**src/rtl/dfc_pkg.sv**
```systemverilog
package dfc_pkg;
  localparam int DA_BYTES = 6;
  localparam int DA_BITS  = DA_BYTES * 8;

  typedef struct packed {
    logic promisc;
    logic hash_all;
    logic bcast_reject;
  } dfc_mode_t;
endpackage

```
**src/rtl/dfc_crc_byte.sv**
```systemverilog
module dfc_crc_byte #(
  parameter int          CRC_W = 32,
  parameter logic [31:0] POLY  = 32'h04C11DB7
) (
  input  logic [CRC_W-1:0] crc_in,
  input  logic [7:0]       data,
  output logic [CRC_W-1:0] crc_out
);
  localparam logic [CRC_W-1:0] POLY_W = POLY[CRC_W-1:0];

  always_comb begin
    logic [CRC_W-1:0] c;
    logic             fb;
    c = crc_in;
    for (int i = 0; i < 8; i++) begin
      fb = c[CRC_W-1] ^ data[i];
      c  = {c[CRC_W-2:0], 1'b0};
      if (fb) c = c ^ POLY_W;
    end
    crc_out = c;
  end
endmodule

```
**src/rtl/dfc_hash_pick.sv**
```systemverilog
module dfc_hash_pick #(
  parameter int ENTRIES = 64,
  localparam int IDX_W  = $clog2(ENTRIES)
) (
  input  logic [ENTRIES-1:0] table_bits,
  input  logic [IDX_W-1:0]   index,
  output logic               bit_set
);
  assign bit_set = table_bits[index];
endmodule

```
**src/rtl/dfc_frame_track.sv**
```systemverilog
module dfc_frame_track #(
  parameter int NBYTES = 6,
  localparam int CNT_W = $clog2(NBYTES + 1)
) (
  input  logic             clk,
  input  logic             rst_n,
  input  logic             in_valid,
  input  logic             in_sof,
  input  logic             in_eof,
  output logic             take,
  output logic             first,
  output logic [CNT_W-1:0] pos,
  output logic             last,
  output logic             short_end
);
  localparam logic [CNT_W-1:0] LAST_POS = CNT_W'(NBYTES - 1);
  localparam logic [CNT_W-1:0] FULL     = CNT_W'(NBYTES);

  logic [CNT_W-1:0] cnt;
  logic             open_q;

  assign first     = in_valid && in_sof;
  assign take      = first || (in_valid && open_q && cnt < FULL);
  assign pos       = first ? '0 : cnt;
  assign last      = take && (pos == LAST_POS || in_eof);
  assign short_end = take && in_eof && pos < LAST_POS;

  always_ff @(posedge clk or negedge rst_n) begin
    if (!rst_n) begin
      cnt    <= '0;
      open_q <= 1'b0;
    end else if (take) begin
      cnt    <= pos + 1'b1;
      open_q <= !last;
    end
  end

  p_count_bound_r2: assert property (@(posedge clk) disable iff (!rst_n)
    cnt <= FULL);
  p_closed_after_last_r2: assert property (@(posedge clk) disable iff (!rst_n)
    last |=> !open_q);
endmodule

```
**src/rtl/rx_dest_filter.sv**
```systemverilog
module rx_dest_filter
  import dfc_pkg::*;
#(
  parameter int          HASH_ENTRIES = 64,
  parameter int          CRC_W        = 32,
  parameter logic [31:0] CRC_POLY     = 32'h04C11DB7,
  localparam int         HALF         = HASH_ENTRIES / 2,
  localparam int         IDX_W        = $clog2(HASH_ENTRIES),
  localparam int         CNT_W        = $clog2(DA_BYTES + 1)
) (
  input  logic            clk,
  input  logic            rst_n,
  input  logic            in_valid,
  output logic            in_ready,
  input  logic [7:0]      in_data,
  input  logic            in_sof,
  input  logic            in_eof,
  input  logic            cfg_promisc,
  input  logic            cfg_hash_all,
  input  logic            cfg_bcast_reject,
  input  logic [15:0]     sta_addr_hi,
  input  logic [31:0]     sta_addr_lo,
  input  logic [HALF-1:0] hash_lo,
  input  logic [HALF-1:0] hash_hi,
  output logic            dec_valid,
  output logic            dec_accept,
  output logic            dec_miss
);
  logic             take, first, last, short_end;
  logic [CNT_W-1:0] pos;

  dfc_frame_track #(.NBYTES(DA_BYTES)) u_track (
    .clk(clk), .rst_n(rst_n), .in_valid(in_valid), .in_sof(in_sof),
    .in_eof(in_eof), .take(take), .first(first), .pos(pos),
    .last(last), .short_end(short_end)
  );

  // Frame settings captured with the start byte
  dfc_mode_t               cap_mode, eff_mode;
  logic [DA_BITS-1:0]      cap_sta, eff_sta;
  logic [HASH_ENTRIES-1:0] cap_hash, eff_hash;

  assign eff_mode = first ? dfc_mode_t'({cfg_promisc, cfg_hash_all, cfg_bcast_reject}) : cap_mode;
  assign eff_sta  = first ? {sta_addr_hi, sta_addr_lo} : cap_sta;
  assign eff_hash = first ? {hash_hi, hash_lo} : cap_hash;

  // Running state over the address bytes
  logic [CRC_W-1:0] crc_q, crc_base, crc_nxt;
  logic             uni_q, bc_q, mc_q;
  logic             uni_nxt, bc_nxt, mc_nxt;
  logic [7:0]       sta_byte;

  assign crc_base = first ? '1 : crc_q;

  dfc_crc_byte #(.CRC_W(CRC_W), .POLY(CRC_POLY)) u_crc (
    .crc_in(crc_base), .data(in_data), .crc_out(crc_nxt)
  );

  assign sta_byte = eff_sta[(DA_BITS - 1) - 8 * int'(pos) -: 8];
  assign uni_nxt  = (first ? 1'b1 : uni_q) && (in_data == sta_byte);
  assign bc_nxt   = (first ? 1'b1 : bc_q) && (in_data == 8'hFF);
  assign mc_nxt   = first ? in_data[0] : mc_q;

  logic hash_bit;
  dfc_hash_pick #(.ENTRIES(HASH_ENTRIES)) u_hash (
    .table_bits(eff_hash), .index(crc_nxt[CRC_W-1 -: IDX_W]), .bit_set(hash_bit)
  );

  logic miss_now;
  always_comb begin
    if (short_end)                          miss_now = 1'b1;
    else if (bc_nxt)                        miss_now = eff_mode.bcast_reject;
    else if (mc_nxt || eff_mode.hash_all)   miss_now = !hash_bit;
    else                                    miss_now = !uni_nxt;
  end

  assign in_ready = 1'b1;

  always_ff @(posedge clk or negedge rst_n) begin
    if (!rst_n) begin
      cap_mode   <= '0;
      cap_sta    <= '0;
      cap_hash   <= '0;
      crc_q      <= '1;
      uni_q      <= 1'b0;
      bc_q       <= 1'b0;
      mc_q       <= 1'b0;
      dec_valid  <= 1'b0;
      dec_accept <= 1'b0;
      dec_miss   <= 1'b0;
    end else begin
      dec_valid <= last;
      if (first) begin
        cap_mode <= eff_mode;
        cap_sta  <= eff_sta;
        cap_hash <= eff_hash;
      end
      if (take) begin
        crc_q <= crc_nxt;
        uni_q <= uni_nxt;
        bc_q  <= bc_nxt;
        mc_q  <= mc_nxt;
      end
      if (last) begin
        dec_miss   <= miss_now;
        dec_accept <= !miss_now || eff_mode.promisc;
      end
    end
  end

  p_dec_follows_byte_r2: assert property (@(posedge clk) disable iff (!rst_n)
    dec_valid |-> $past(in_valid));
  p_match_accepts_r7: assert property (@(posedge clk) disable iff (!rst_n)
    (dec_valid && !dec_miss) |-> dec_accept);
  p_reject_is_miss_r7: assert property (@(posedge clk) disable iff (!rst_n)
    (dec_valid && !dec_accept) |-> dec_miss);
  p_promisc_keeps_r7: assert property (@(posedge clk) disable iff (!rst_n)
    (dec_valid && cap_mode.promisc) |-> dec_accept);
  p_short_is_miss_r3: assert property (@(posedge clk) disable iff (!rst_n)
    short_end |=> (dec_valid && dec_miss));
endmodule

```
**config.mk**
```make
export PLATFORM = sky130hd
export DESIGN_NAME = rx_dest_filter
export DESIGN_NICKNAME = d
export VERILOG_FILES = /design/src/rtl/dfc_pkg.sv /design/src/rtl/dfc_crc_byte.sv /design/src/rtl/dfc_hash_pick.sv /design/src/rtl/dfc_frame_track.sv /design/src/rtl/rx_dest_filter.sv
export SDC_FILE = /design/constraint.sdc
export NUM_CORES = 1
export LEC_CHECK = 0
export BUFFER_PORTS_ARGS = -buffer_cell sky130_fd_sc_hd__buf_2
export CORE_MARGIN = 4
export CORE_UTILIZATION = 58
export CTS_CLUSTER_SIZE = 30
export DETAILED_ROUTE_END_ITERATION = 6
export PLACE_DENSITY_LB_ADDON = 0.2
export SETUP_SLACK_MARGIN = 0.4
export SLEW_MARGIN = 40
export SYNTH_ARGS = -nofsm -noshare
export SYNTH_HDL_FRONTEND = slang
export SYNTH_HIERARCHICAL = 1
export SYNTH_SLANG_ARGS = --single-unit
```
**constraint.sdc**
```tcl
create_clock -name clk -period 9 [get_ports clk]
set_input_delay 0.9 -clock clk [delete_from_list [all_inputs] [get_ports clk]]
set_output_delay 0.9 -clock clk [all_outputs]
set_load 0.1 [all_outputs]
```
# Word-level counts from Yosys, hierarchy flattened

Index checks and enable logic that the tools add are counted.

Flip-flop bits (word level): 157
Output and inout bits: 4
Logic and storage cells: 76

Add/sub/neg operators: 2
Magnitude comparators: 3
Equal/unequal tests: 3
Shifts and indexed selects: 1
Muxes and demuxes: 21
Bitwise operators: 16
Reductions and logical operators: 16

Operators by type and width:

| cell                                                                          | number |
|---|---|
| 27-bit 2-to-1 mux                                                             | 8 |
| 14-bit NOT                                                                    | 8 |
| 64-bit 2-to-1 mux                                                             | 1 |
| 55-bit by 7-bit variable part select with 8-bit output                        | 1 |
| 48-bit 2-to-1 mux                                                             | 1 |
| 32-bit 2-to-1 mux                                                             | 1 |
| 8-bit equality test                                                           | 1 |
| 8-bit equality test (second input constant)                                   | 1 |
| 1-bit logical AND                                                             | 8 |
| 1-bit XOR                                                                     | 8 |
| 6-bit by 7-bit less-than comparator with 1-bit output (second input constant) | 1 |
| 1-bit 2-to-1 mux                                                              | 7 |
| 6-bit by 6-bit subtractor with 7-bit output (first input constant)            | 1 |
| 1-bit binary-select mux with 6-bit select                                     | 1 |
| 3-bit less-than comparator (second input constant)                            | 2 |
| 3-bit 2-to-1 mux                                                              | 2 |
| 1-bit zero test                                                               | 4 |
| 1-bit logical OR                                                              | 4 |
| 3-bit by 1-bit adder with 3-bit output (second input constant)                | 1 |
| 3-bit equality test (second input constant)                                   | 1 |

# Depth between registers and ports, before layout

Gate-level depths: netlist of the first run.

Word-level depth: 26
Mapped depth: 23

# By module

Netlist of the first run, hierarchy kept.

Modules (own cells, without submodules):

| module          | instances | cells each | area each (um2) | sequential area each (um2) |
|---|---|---|---|---|
| rx_dest_filter  | 1         | 559        | 7795.0          | 3868.7 |
| dfc_crc_byte    | 1         | 63         | 989.7           | 0.0 |
| dfc_hash_pick   | 1         | 62         | 600.6           | 0.0 |
| dfc_frame_track | 1         | 29         | 264.0           | 100.1 |

# Least setup slack after synthesis of the first run

OpenSTA, ideal clock, no wires.

Path kind: input port to flip-flop
Start: input in_valid
End: register dec_accept
Arrival: 4.822 ns
Setup slack: 4.049 ns
Stages: 22
Cell sequence: buf_2 -> nand2_2 -> inv_1 -> buf_6 -> buf_2 -> buf_2 -> buf_2 -> buf_1 -> or2_2 -> xnor2_4 -> xnor2_1 -> xor3_1 -> buf_2 -> mux4_1 -> o2111ai_1 -> nand3_1 -> a211oi_2 -> a211oi_2 -> nand3b_1 -> a21oi_1 -> a211oi_1 -> o21ai_1

RTL lines:

| element                                | RTL line              | RTL |
|---|---|---|
| start, declared                        | rx_dest_filter.sv:13  | `input logic in_valid,` |
| 1-bit logical AND                      | dfc_frame_track.sv:22 | `assign first = in_valid && in_sof;` |
| net first                              | rx_dest_filter.sv:29  | `logic take, first, last, short_end;` |
| 32-bit 2-to-1 mux                      | rx_dest_filter.sv:53  | `assign crc_base = first ? '1 : crc_q;` |
| net crc_base[31]                       | rx_dest_filter.sv:48  | `logic [CRC_W-1:0] crc_q, crc_base, crc_nxt;` |
| 1-bit XOR                              | dfc_crc_byte.sv:16    | `fb = c[CRC_W-1] ^ data[i];` |
| 27-bit 2-to-1 mux                      | dfc_crc_byte.sv:18    | `if (fb) c = c ^ POLY_W;` |
| 1-bit XOR                              | dfc_crc_byte.sv:16    |  |
| 27-bit 2-to-1 mux                      | dfc_crc_byte.sv:18    |  |
| net crc_nxt[27]                        | rx_dest_filter.sv:48  |  |
| [1 not listed]                         | --                    |  |
| 1-bit 2-to-1 mux (implied by the code) | dfc_hash_pick.sv:9    | `assign bit_set = table_bits[index];` |
| net hash_bit                           | rx_dest_filter.sv:64  | `logic hash_bit;` |
| 1-bit zero test                        | rx_dest_filter.sv:73  | `else if (mc_nxt \|\| eff_mode.hash_all) miss_now = !hash_bit;` |
| 1-bit 2-to-1 mux                       | rx_dest_filter.sv:73  |  |
| 1-bit 2-to-1 mux                       | rx_dest_filter.sv:72  | `else if (bc_nxt) miss_now = eff_mode.bcast_reject;` |
| 1-bit 2-to-1 mux                       | rx_dest_filter.sv:71  | `if (short_end) miss_now = 1'b1;` |
| 1-bit zero test                        | rx_dest_filter.sv:106 | `dec_accept <= !miss_now \|\| eff_mode.promisc;` |
| 1-bit logical OR                       | rx_dest_filter.sv:106 |  |
| end signal, assigned                   | rx_dest_filter.sv:106 |  |
| end, declared                          | rx_dest_filter.sv:26  | `output logic dec_accept,` |

The timed path passes the listed nets, and every way through them passes these cells. The select of a mux whose other input is x is not followed.
A chain may end at the register's enable or synchronous reset.

# Worst setup path after layout of the first run

Ends and elaborated chain as after synthesis.

==> results of run 1 <==
==> area by class of cell <==
cell class              count  share of cell area (%)
repair buffers            134                    6.29
multi-input cells         496                    49.2
well taps                 216                    2.45
inverters                  13                   0.556
clock inverters            14                    1.53
clock buffers              18                    3.98
diodes                      1                  0.0227
flip-flops and latches    157                    36.0
==> Yosys cell counts (9+ instances only) <==
| cell type | n |
|---|---|
| inv_1 | 13 |
| clkbuf_1 | 10 |
| or2_2 | 33 |
| mux4_2 | 25 |
| mux2i_1 | 17 |
| nand2_1 | 9 |
| buf_1 | 11 |
| xnor2_1 | 27 |
| dfrtp_1 | 125 |
| nor2_1 | 19 |
| dfstp_2 | 32 |
| buf_2 | 22 |
| mux2_2 | 215 |
==> layer usage <==
metal	vias to the layer above	part of all wire, %	GRT usage [%]	wire length, um
li1	2849	-	-	-
met1	3087	42	28.6	8510
met2	129	52	38.5	10500
met3	34	4.6	4.67	926
met4	8	1.6	6.98	322
met5	-	0.14	0	29
==> sequential cells by signal, summed over array words and instances, names as in the netlist <==
name	cells
bc_q	1
u_track/open_q	1
dec_accept	1
cap_mode	3
uni_q	1
cap_sta	48
u_track/cnt	3
dec_miss	1
mc_q	1
cap_hash	64
dec_valid	1
crc_q	32
==> worst reg2reg max path, stage by stage (launching register included) <==
cell and delay [ns]:
dfstp_2 0.37, or2_2 0.29, xnor2_2 0.47, xnor2_2 0.27, xor3_1 0.26, buf_4 0.35, mux4_1 0.66, o2111ai_1 0.21
nand3_1 0.11, a211oi_2 0.24, a211oi_2 0.12, nand3b_1 0.10, a21oi_1 0.09, a211oi_1 0.17, o21ai_1 0.09
==> metrics by stage <==
| stage | area (um^2) | utilization [%] | cells |
|---|---|---|---|
| final | 11000 | 68.4 | 1049 |
| after global routing | 11000 | 68.4 | 1048 |
| after CTS | 11000 | 68.3 | 1048 |
| after detailed placement | 10400 | 64.6 | 1016 |
| after global placement | 10400 | 64.4 | 1016 |
| after floorplan | 9650 | - | 713 |
==> worst max path at each step <==
stage | start | endpoint | cells past startpoint
global placement | in_valid | dec_miss$_DFFE_PN0P_ | 12
global route | in_valid | dec_accept$_DFFE_PN0P_ | 17
detailed placement | in_valid | dec_miss$_DFFE_PN0P_ | 12
finish | in_valid | dec_accept$_DFFE_PN0P_ | 17
floorplan | in_valid | dec_accept$_DFFE_PN0P_ | 22
CTS | in_valid | dec_miss$_DFFE_PN0P_ | 12
==> kinds of logic after synthesis <==
group / Yosys count
buf+inv: 60
flops: 157
other cells: 1
mux: 265
fa+ha+maj: 1
xor+xnor: 64
compound gates: 49
simple gates: 116
==> power groups by stage <==
stage | Sequential (mW) | Clock [mW] | Combinational (mW)
3_5_place_dp | 1.03 | 0 | 2.37
5_1_grt | 1.04 | 0.779 | 2.55
3_3_place_gp | 1.02 | 0 | 2.31
2_1_floorplan | 1.03 | 0 | 1.91
4_1_cts | 1.02 | 0.749 | 2.38
6_report | 1.02 | 0.737 | 2.35
==> out/metrics.yaml, run 1 <==
num_io_pins: 132
synth-main-ff-cell: "dfrtp_1"
vias: 6107
root_buffer: "clkbuf_16"
ir_drop_mv: 0.439
maxCapViolCount: 0
path_delay_family: "simple AND/OR/NAND/NOR gates"
reg2reg_depth: 14
synth_largest_area_cell: "dfrtp_1"
clk_pin_slew_ns: 0.06
synth_area_mm2: 0.00965
area_growth_syn_to_layout_pct: 14.3
synth.area.mux_share_pct: 34.5
first_global_vias: 6676
timing.setup.tns_ns: 0
place_hpwl_um: 14500
fin_crit_sh_pct: 55.2
worstSkewPairLatency_ns: 0.43
drtIter0Drc: 405
slowest_delay_ns: 0.64
grt_pass1_wl_um: 32800
combPwrFrac_pct: 57.3
drv_slew: 0
hp-class: "in2async"
synth-async-reset-ratio_pct: 100
htreeDepth: 4
synth.distinct_cells: 71
gp_congestion: 0.847
synthCells: 713
die-area_mm2: 0.0188
regArea_mm2: 0.00397
ys_top_cells_by_area: "dfrtp_1 32%, mux2_2 25%, dfstp_2 8.7%, mux4_2 5.8%, xnor2_1 2.5%"
power.density_mw_per_mm2: 373
most-common-layout-cells: "215 x mux2_2, 129 x buf_2, 125 x dfrtp_1"
crit_path_cell_trace: "buf_2 > nand2_2 > clkinv_8 > or2_2 > xnor2_4 > xnor2_2 > xor3_1 > buf_4 > mux4_1 > o2111ai_1 > nand3_1 > a211oi_2 > a211oi_2 > nand3b_1 > a21oi_1 > a211oi_1 > o21ai_1"
nets: 948
final.setup_skew_ns: 0.0116
io_buffer_count: 130
wl_per_cell_um: 19.3
grt_antenna_before_repair: 4
first_pass_iters: 4
finalSetupViolCount: 0
yosys_register_bits: 157
cts_tree: "done"
drc: 0
hold_buffers: 0
fin_crit_ns: 4.97
tightest_slew_ns: 0.744
clock_path_buffers: 2
num_rows: 46
synth_edf_count: 0
final_common_cell: "mux2_2"
synth_compound_area_share_pct: 4.10
maxSlewHeadroom_pct: 50.1
crit_buf_inv: 3
synthSimpleGateAreaFrac_pct: 6.83
cp-end-kind: "flip-flop"
required_ns: 9.31
arrival_ns: 5.28
numCtsBuffers: 17
cpMaxStageDelayCell: "mux4_1"
p_leak_nw: 4.68
yosysTopAreaCellShare_pct: 32.4
ys_seq_area_share_pct: 41.1
p_clk_share_pct: 17.9
post_cts_resized: 0
vias_per_cell: 5.82
wirelength_um: 20200
grt-ovfl-total: 0
post-place-ws_ns: 3.59
die_h_um: 137
start_kind: "input pin"
fmax_mhz: 201
worst-path-max-fanout: 148
core-area_mm2: 0.0161
crit_type: "in2reg"
p_sw_share_pct: 36.3
die_x_um: 137
rr_endpoint: "dec_accept$_DFFE_PN0P_"
grt.total_usage_pct: 22.5
hold-worst-slack_ns: 0.496
yosys.area_share.xor_xnor_pct: 10.4
reg2reg_setup_slack_ns: 5.09
syn_area_per_cell_um2: 13.5
cts_setup_buffers: 0
grt_setup_unrepaired: "false"
synthAdderAreaFrac_pct: 0.130
p_seq_share_pct: 24.8
finalHoldViolations: 0
switchingPower_mw: 1.49
synth_nets: 842
cpMostUsedCell: "a211oi_2"
postRouteAntennaNets: 0
status: "completed"
internal_power_mw: 2.62
grt_max_degree: 149
setup_slack_ns: 4.03
fillers: 1182
drive_gt1_share_pct: 60.3
start_util_pct: 59.9
r2r_start: "crc_q[24]$_DFFE_PN1P_"
multi_input_area_mm2: 0.00542
synth_top_family_by_area: "multiplexers"
yosys_warnings: 6
power_mw: 4.11
cts_sinks: 157
Note: power is estimated with default switching activity, not from simulation.
==> run 2: changes to the inputs <==
--- a/config.mk
+++ b/config.mk
@@ -7,7 +7,7 @@
 export LEC_CHECK = 0
 export BUFFER_PORTS_ARGS = -buffer_cell sky130_fd_sc_hd__buf_2
 export CORE_MARGIN = 4
-export CORE_UTILIZATION = 58
+export CORE_UTILIZATION = 53
 export CTS_CLUSTER_SIZE = 30
 export DETAILED_ROUTE_END_ITERATION = 6
 export PLACE_DENSITY_LB_ADDON = 0.2
==> constraint.sdc (replaced) <==
create_clock -name clk -period 4.02 [get_ports clk]
set_input_delay 0.402 -clock clk [delete_from_list [all_inputs] [get_ports clk]]
set_output_delay 0.402 -clock clk [all_outputs]
set_load 0.1 [all_outputs]
==> run 2 against run 1 <==
Net effect: non-clock buffer count is 18 higher; via count is 1.9% higher; die area up 8.9%; design area grew 2.1%; sequential share of layout area decreased by 0.73 points; cell count grew 2.9%; combinational power increased by 140%; hold slack worse by 0.47 ns; utilization decreased by 5.8 points; clock-buffer cell count unchanged; setup slack worse by 3.5 ns; critical endpoint unchanged.
==> out/metrics.yaml, run 2 (synthesis results as in run 1) <==
power.density_mw_per_mm2: 858
combPwrFrac_pct: 58.7
drive_gt1_share_pct: 61.2
fmax_mhz: 285
drtIter0Drc: 425
finalHoldViolations: 0
biggestRegsByFlops: "cap_hash (64), cap_sta (48), crc_q (32)"
p_leak_nw: 4.82
post-place-ws_ns: -0.0348
wl_per_cell_um: 19.9
root_buffer: "clkbuf_16"
top_register: "cap_hash"
hold_buffers: 0
ir_drop_mv: 0.628
switchingPower_mw: 3.57
maxSlewHeadroom_pct: 50.3
reg2reg_depth: 13
place_hpwl_um: 15500
nets: 966
core-area_mm2: 0.0180
fin_crit_ns: 3.51
vias_per_cell: 5.77
grt.total_usage_pct: 22.1
hp-class: "in2async"
setup_slack_ns: 0.511
io_buffer_count: 130
postRouteAntennaNets: 0
p_sw_share_pct: 37.0
wirelength_um: 21500
largest_reg_flops: 64
timing.setup.tns_ns: 0
grt_antenna_before_repair: 0
internal_power_mw: 6.08
numCtsBuffers: 17
first_global_vias: 6737
htreeDepth: 4
fin_util_pct: 62.6
cp-end-kind: "flip-flop"
worstSkewPairLatency_ns: 0.42
gp_congestion: 0.904
p_seq_share_pct: 23.7
first_pass_iters: 5
die_h_um: 143
grt-ovfl-total: 0
die-area_mm2: 0.0204
crit_type: "in2reg"
reg2reg_setup_slack_ns: 0.51
drv_slew: 0
fin_crit_sh_pct: 87.3
p_clk_share_pct: 17.6
worst-path-max-fanout: 19
clock_path_buffers: 2
final_area_mm2: 0.0113
start_kind: "input pin"
die_x_um: 143
arrival_ns: 3.80
grt_setup_unrepaired: "true"
rr_endpoint: "dec_accept$_DFFE_PN0P_"
num_rows: 49
finalSetupViolCount: 0
vias: 6221
fillers: 1369
num_io_pins: 132
maxCapViolCount: 0
status: "completed"
final.setup_skew_ns: 0.00969
r2r_start: "crc_q[30]$_DFFE_PN1P_"
area_growth_syn_to_layout_pct: 16.6
placed_area_mm2: 0.0106
most-common-layout-cells: "215 x mux2_2, 129 x buf_2, 125 x dfrtp_1"
grt_pass1_wl_um: 35600
drc: 0
power_mw: 9.65
clk_pin_slew_ns: 0.07
tightest_slew_ns: 0.740
required_ns: 4.31
start_util_pct: 53.7
cts_sinks: 157
final_common_cell: "mux2_2"
grt_max_degree: 97
cts_tree: "done"
==> run 2: area by class of cell <==
| class | instances | area, um^2 | share of cell area, % |
|---|---|---|---|
| clock buffer | 18 | 439 | 3.90 |
| inverter | 13 | 56.3 | 0.500 |
| timing repair buffer | 152 | 847 | 7.53 |
| antenna | 1 | 2.50 | 0.0222 |
| clock inverter | 13 | 181 | 1.61 |
| tap | 229 | 287 | 2.55 |
| sequential | 157 | 3970 | 35.3 |
| multi-input combinational | 496 | 5470 | 48.6 |
==> run 2: worst max path at each step <==
stage | startpoint | to | slack (ns) | depth (start not counted)
global route | crc_q[30]$_DFFE_PN1P_ | dec_accept$_DFFE_PN0P_ | 0.37 | 14
global placement | in_valid | dec_accept$_DFFE_PN0P_ | 0.20 | 17
finish | in_valid | dec_accept$_DFFE_PN0P_ | 0.51 | 16
CTS | crc_q[28]$_DFFE_PN1P_ | dec_accept$_DFFE_PN0P_ | 0.41 | 15
detailed placement | in_valid | dec_accept$_DFFE_PN0P_ | -0.03 | 16
floorplan | in_valid | dec_accept$_DFFE_PN0P_ | -0.13 | 22
==> run 2: worst max-delay path, stage by stage <==
cell	delay (ns)
buf_2	0.16
nand2_4	0.11
inv_8	0.06
or2_2	0.34
xnor2_4	0.24
xnor2_2	0.12
xor3_2	0.54
mux4_1	0.64
o2111ai_1	0.21
nand3_1	0.12
a211oi_2	0.20
a211oi_2	0.13
nand3b_1	0.12
a21oi_2	0.07
a211oi_1	0.22
o21ai_1	0.10
==> run 2: metal layers <==
layer	wire length, um	up-vias	track usage [%]
li1	-	2870	-
met4	341	0	6.15
met5	0	-	0
met2	10800	157	36.6
met3	819	39	3.85
met1	9520	3155	30.1
==> run 2: per-stage QoR <==
stage          hold WS [ns]  instances
2_1_floorplan         0.106        713
3_3_place_gp          0.474       1047
3_5_place_dp          0.489       1047
4_1_cts              0.0443       1078
5_1_grt              0.0740       1078
6_report             0.0282       1079
==> run 2: power groups by stage <==
stage               Combinational [mW]  Clock [mW]  Sequential [mW]
CTS                               5.59        1.74             2.29
detailed placement                5.51           0             2.31
floorplan                         4.29           0             2.32
global route                      6.04        1.82             2.34
global placement                  5.32           0             2.28
finish                            5.66        1.70             2.29
==> run 2: timing repair <==
| item | 4_1_cts | 5_1_grt |
|---|---|---|
| endpoints found under the setup margin | 1 | 2 |
| gates resized for setup | 2 | 3 |
| gates cloned | 0 | 0 |
| setup buffers | 0 | 0 |
| pin swaps | 0 | 1 |
==> run 3: changes to the inputs <==
==> constraint.sdc (replaced) <==
create_clock -name clk -period 4.02 [get_ports clk]
set_input_delay 0.201 -clock clk [delete_from_list [all_inputs] [get_ports clk]]
set_output_delay 0.201 -clock clk [all_outputs]
set_load 0.1 [all_outputs]
==> run 3 against run 2 <==
Net effect: routed wire length increased by 1.1%; clock skew increased by 0.0013 ns; power increased by 1.9%; critical endpoint unchanged.
==> out/metrics.yaml, run 3 (synthesis results as in run 1) <==
die_h_um: 143
grt_setup_unrepaired: "false"
vias_per_cell: 5.68
nets: 1004
fin_crit_sh_pct: 86.5
numCtsBuffers: 17
die_x_um: 143
post-place-ws_ns: 0.245
clk_pin_slew_ns: 0.07
top_register: "cap_hash"
root_buffer: "clkbuf_16"
fillers: 1343
arrival_ns: 3.79
place_hpwl_um: 15200
first_global_vias: 6794
crit_type: "reg2reg"
drv_slew: 0
grt.total_usage_pct: 21.7
worst-path-max-fanout: 11
biggestRegsByFlops: "cap_hash (64), cap_sta (48), crc_q (32)"
drive_gt1_share_pct: 59.2
maxCapViolCount: 0
most-common-layout-cells: "215 x mux2_2, 129 x buf_2, 125 x dfrtp_1"
largest_reg_flops: 64
wirelength_um: 21700
grt_antenna_before_repair: 2
first_pass_iters: 5
num_rows: 49
htreeDepth: 4
setup_slack_ns: 0.545
grt_pass1_wl_um: 34900
io_buffer_count: 130
tightest_slew_ns: 0.813
worstSkewPairLatency_ns: 0.43
clock_path_buffers: 2
hp-class: "in2reg"
wl_per_cell_um: 19.4
drtIter0Drc: 386
ir_drop_mv: 0.695
core-area_mm2: 0.0180
status: "completed"
fmax_mhz: 288
grt-ovfl-total: 0
area_growth_syn_to_layout_pct: 20.4
drc: 0
start_util_pct: 53.7
required_ns: 4.34
maxSlewHeadroom_pct: 45.8
grt_max_degree: 116
fin_crit_ns: 3.48
vias: 6349
finalHoldViolations: 0
cp-end-kind: "flip-flop"
final_common_cell: "mux2_2"
start_kind: "flip-flop"
finalSetupViolCount: 0
postRouteAntennaNets: 0
cts_sinks: 157
final.setup_skew_ns: 0.0110
timing.setup.tns_ns: 0
p_leak_nw: 4.97
die-area_mm2: 0.0204
cts_tree: "done"
gp_congestion: 0.851
num_io_pins: 132
power.density_mw_per_mm2: 846
[run 3: layout make-up]
class	instances	area [um^2]	share of cell area, %
clock inverters	14	148	1.27
diodes	1	2.50	0.0215
well taps	229	287	2.47
clock buffers	18	439	3.78
inverters	13	56.3	0.484
flip-flops and latches	157	3970	34.1
repair buffers	190	1260	10.9
multi-input cells	496	5460	47.0
[run 3: final timing paths]
check                                   startpoint                 endpoint  slack, ns  cells after the start
hold reg to reg            cap_sta[22]$_DFFE_PN0P_  cap_sta[22]$_DFFE_PN0P_       0.50                      1
max in group asynchronous                    rst_n    crc_q[24]$_DFFE_PN1P_       2.71                      4
hold / removal                      sta_addr_lo[9]   cap_sta[9]$_DFFE_PN0P_      0.008                      2
setup / recovery             crc_q[30]$_DFFE_PN1P_   dec_accept$_DFFE_PN0P_       0.54                     14
setup reg to reg             crc_q[30]$_DFFE_PN1P_   dec_accept$_DFFE_PN0P_       0.54                     14
min in group asynchronous                    rst_n  cap_sta[18]$_DFFE_PN0P_       0.22                      2
[run 3: power by group]
part	leakage (nW)	total (mW)	internal, mW	switching [mW]
combinational	2.87	5.92	3.17	2.75
sequential	1.81	2.29	2.09	0.197
clock	0.286	1.62	0.894	0.723
[run 3: repair_timing]
item                                    CTS  global route
gates resized for setup                   0             4
hold buffers                             33             0
endpoints found under the hold margin   106             0
endpoints found under the setup margin    0             2
buffers inserted                          0             8
[run 3: metal layers]
layer	wire length, um	up-vias	part of all wire [%]	track usage, %
li1	-	2958	-	-
met1	9300	3189	43	29.1
met2	10900	166	50	35.6
met3	1060	34	4.9	4.86
met4	481	2	2.2	6.65
met5	7	-	0.032	0
[run 3: per-stage QoR]
stage | utilization, % | power [mW] | instances | area (um^2) | hold WS [ns]
6_report | 64.7 | 9.83 | 1118 | 11600 | 0.00813
4_1_cts | 63.9 | 9.54 | 1107 | 11500 | 0.000161
3_3_place_gp | 58.7 | 7.70 | 1042 | 10500 | 0.394
2_1_floorplan | - | 6.61 | 713 | 9720 | -0.0946
3_5_place_dp | 58.8 | 7.84 | 1042 | 10600 | 0.316
5_1_grt | 64.7 | 10.4 | 1118 | 11600 | 0.00109
[run 3: critical path, cell delays in order, from the launching register on]
cell       delay [ns]
dfstp_2          0.37
or2_2            0.32
xnor2_4          0.16
xnor2_2          0.21
xor3_2           0.51
buf_12           0.18
mux4_1           0.49
o2111ai_1        0.21
nand3_1          0.11
a211oi_2         0.19
a211oi_2         0.11
nand3b_1         0.11
a21oi_2          0.07
a211oi_1         0.23
o21ai_1          0.10
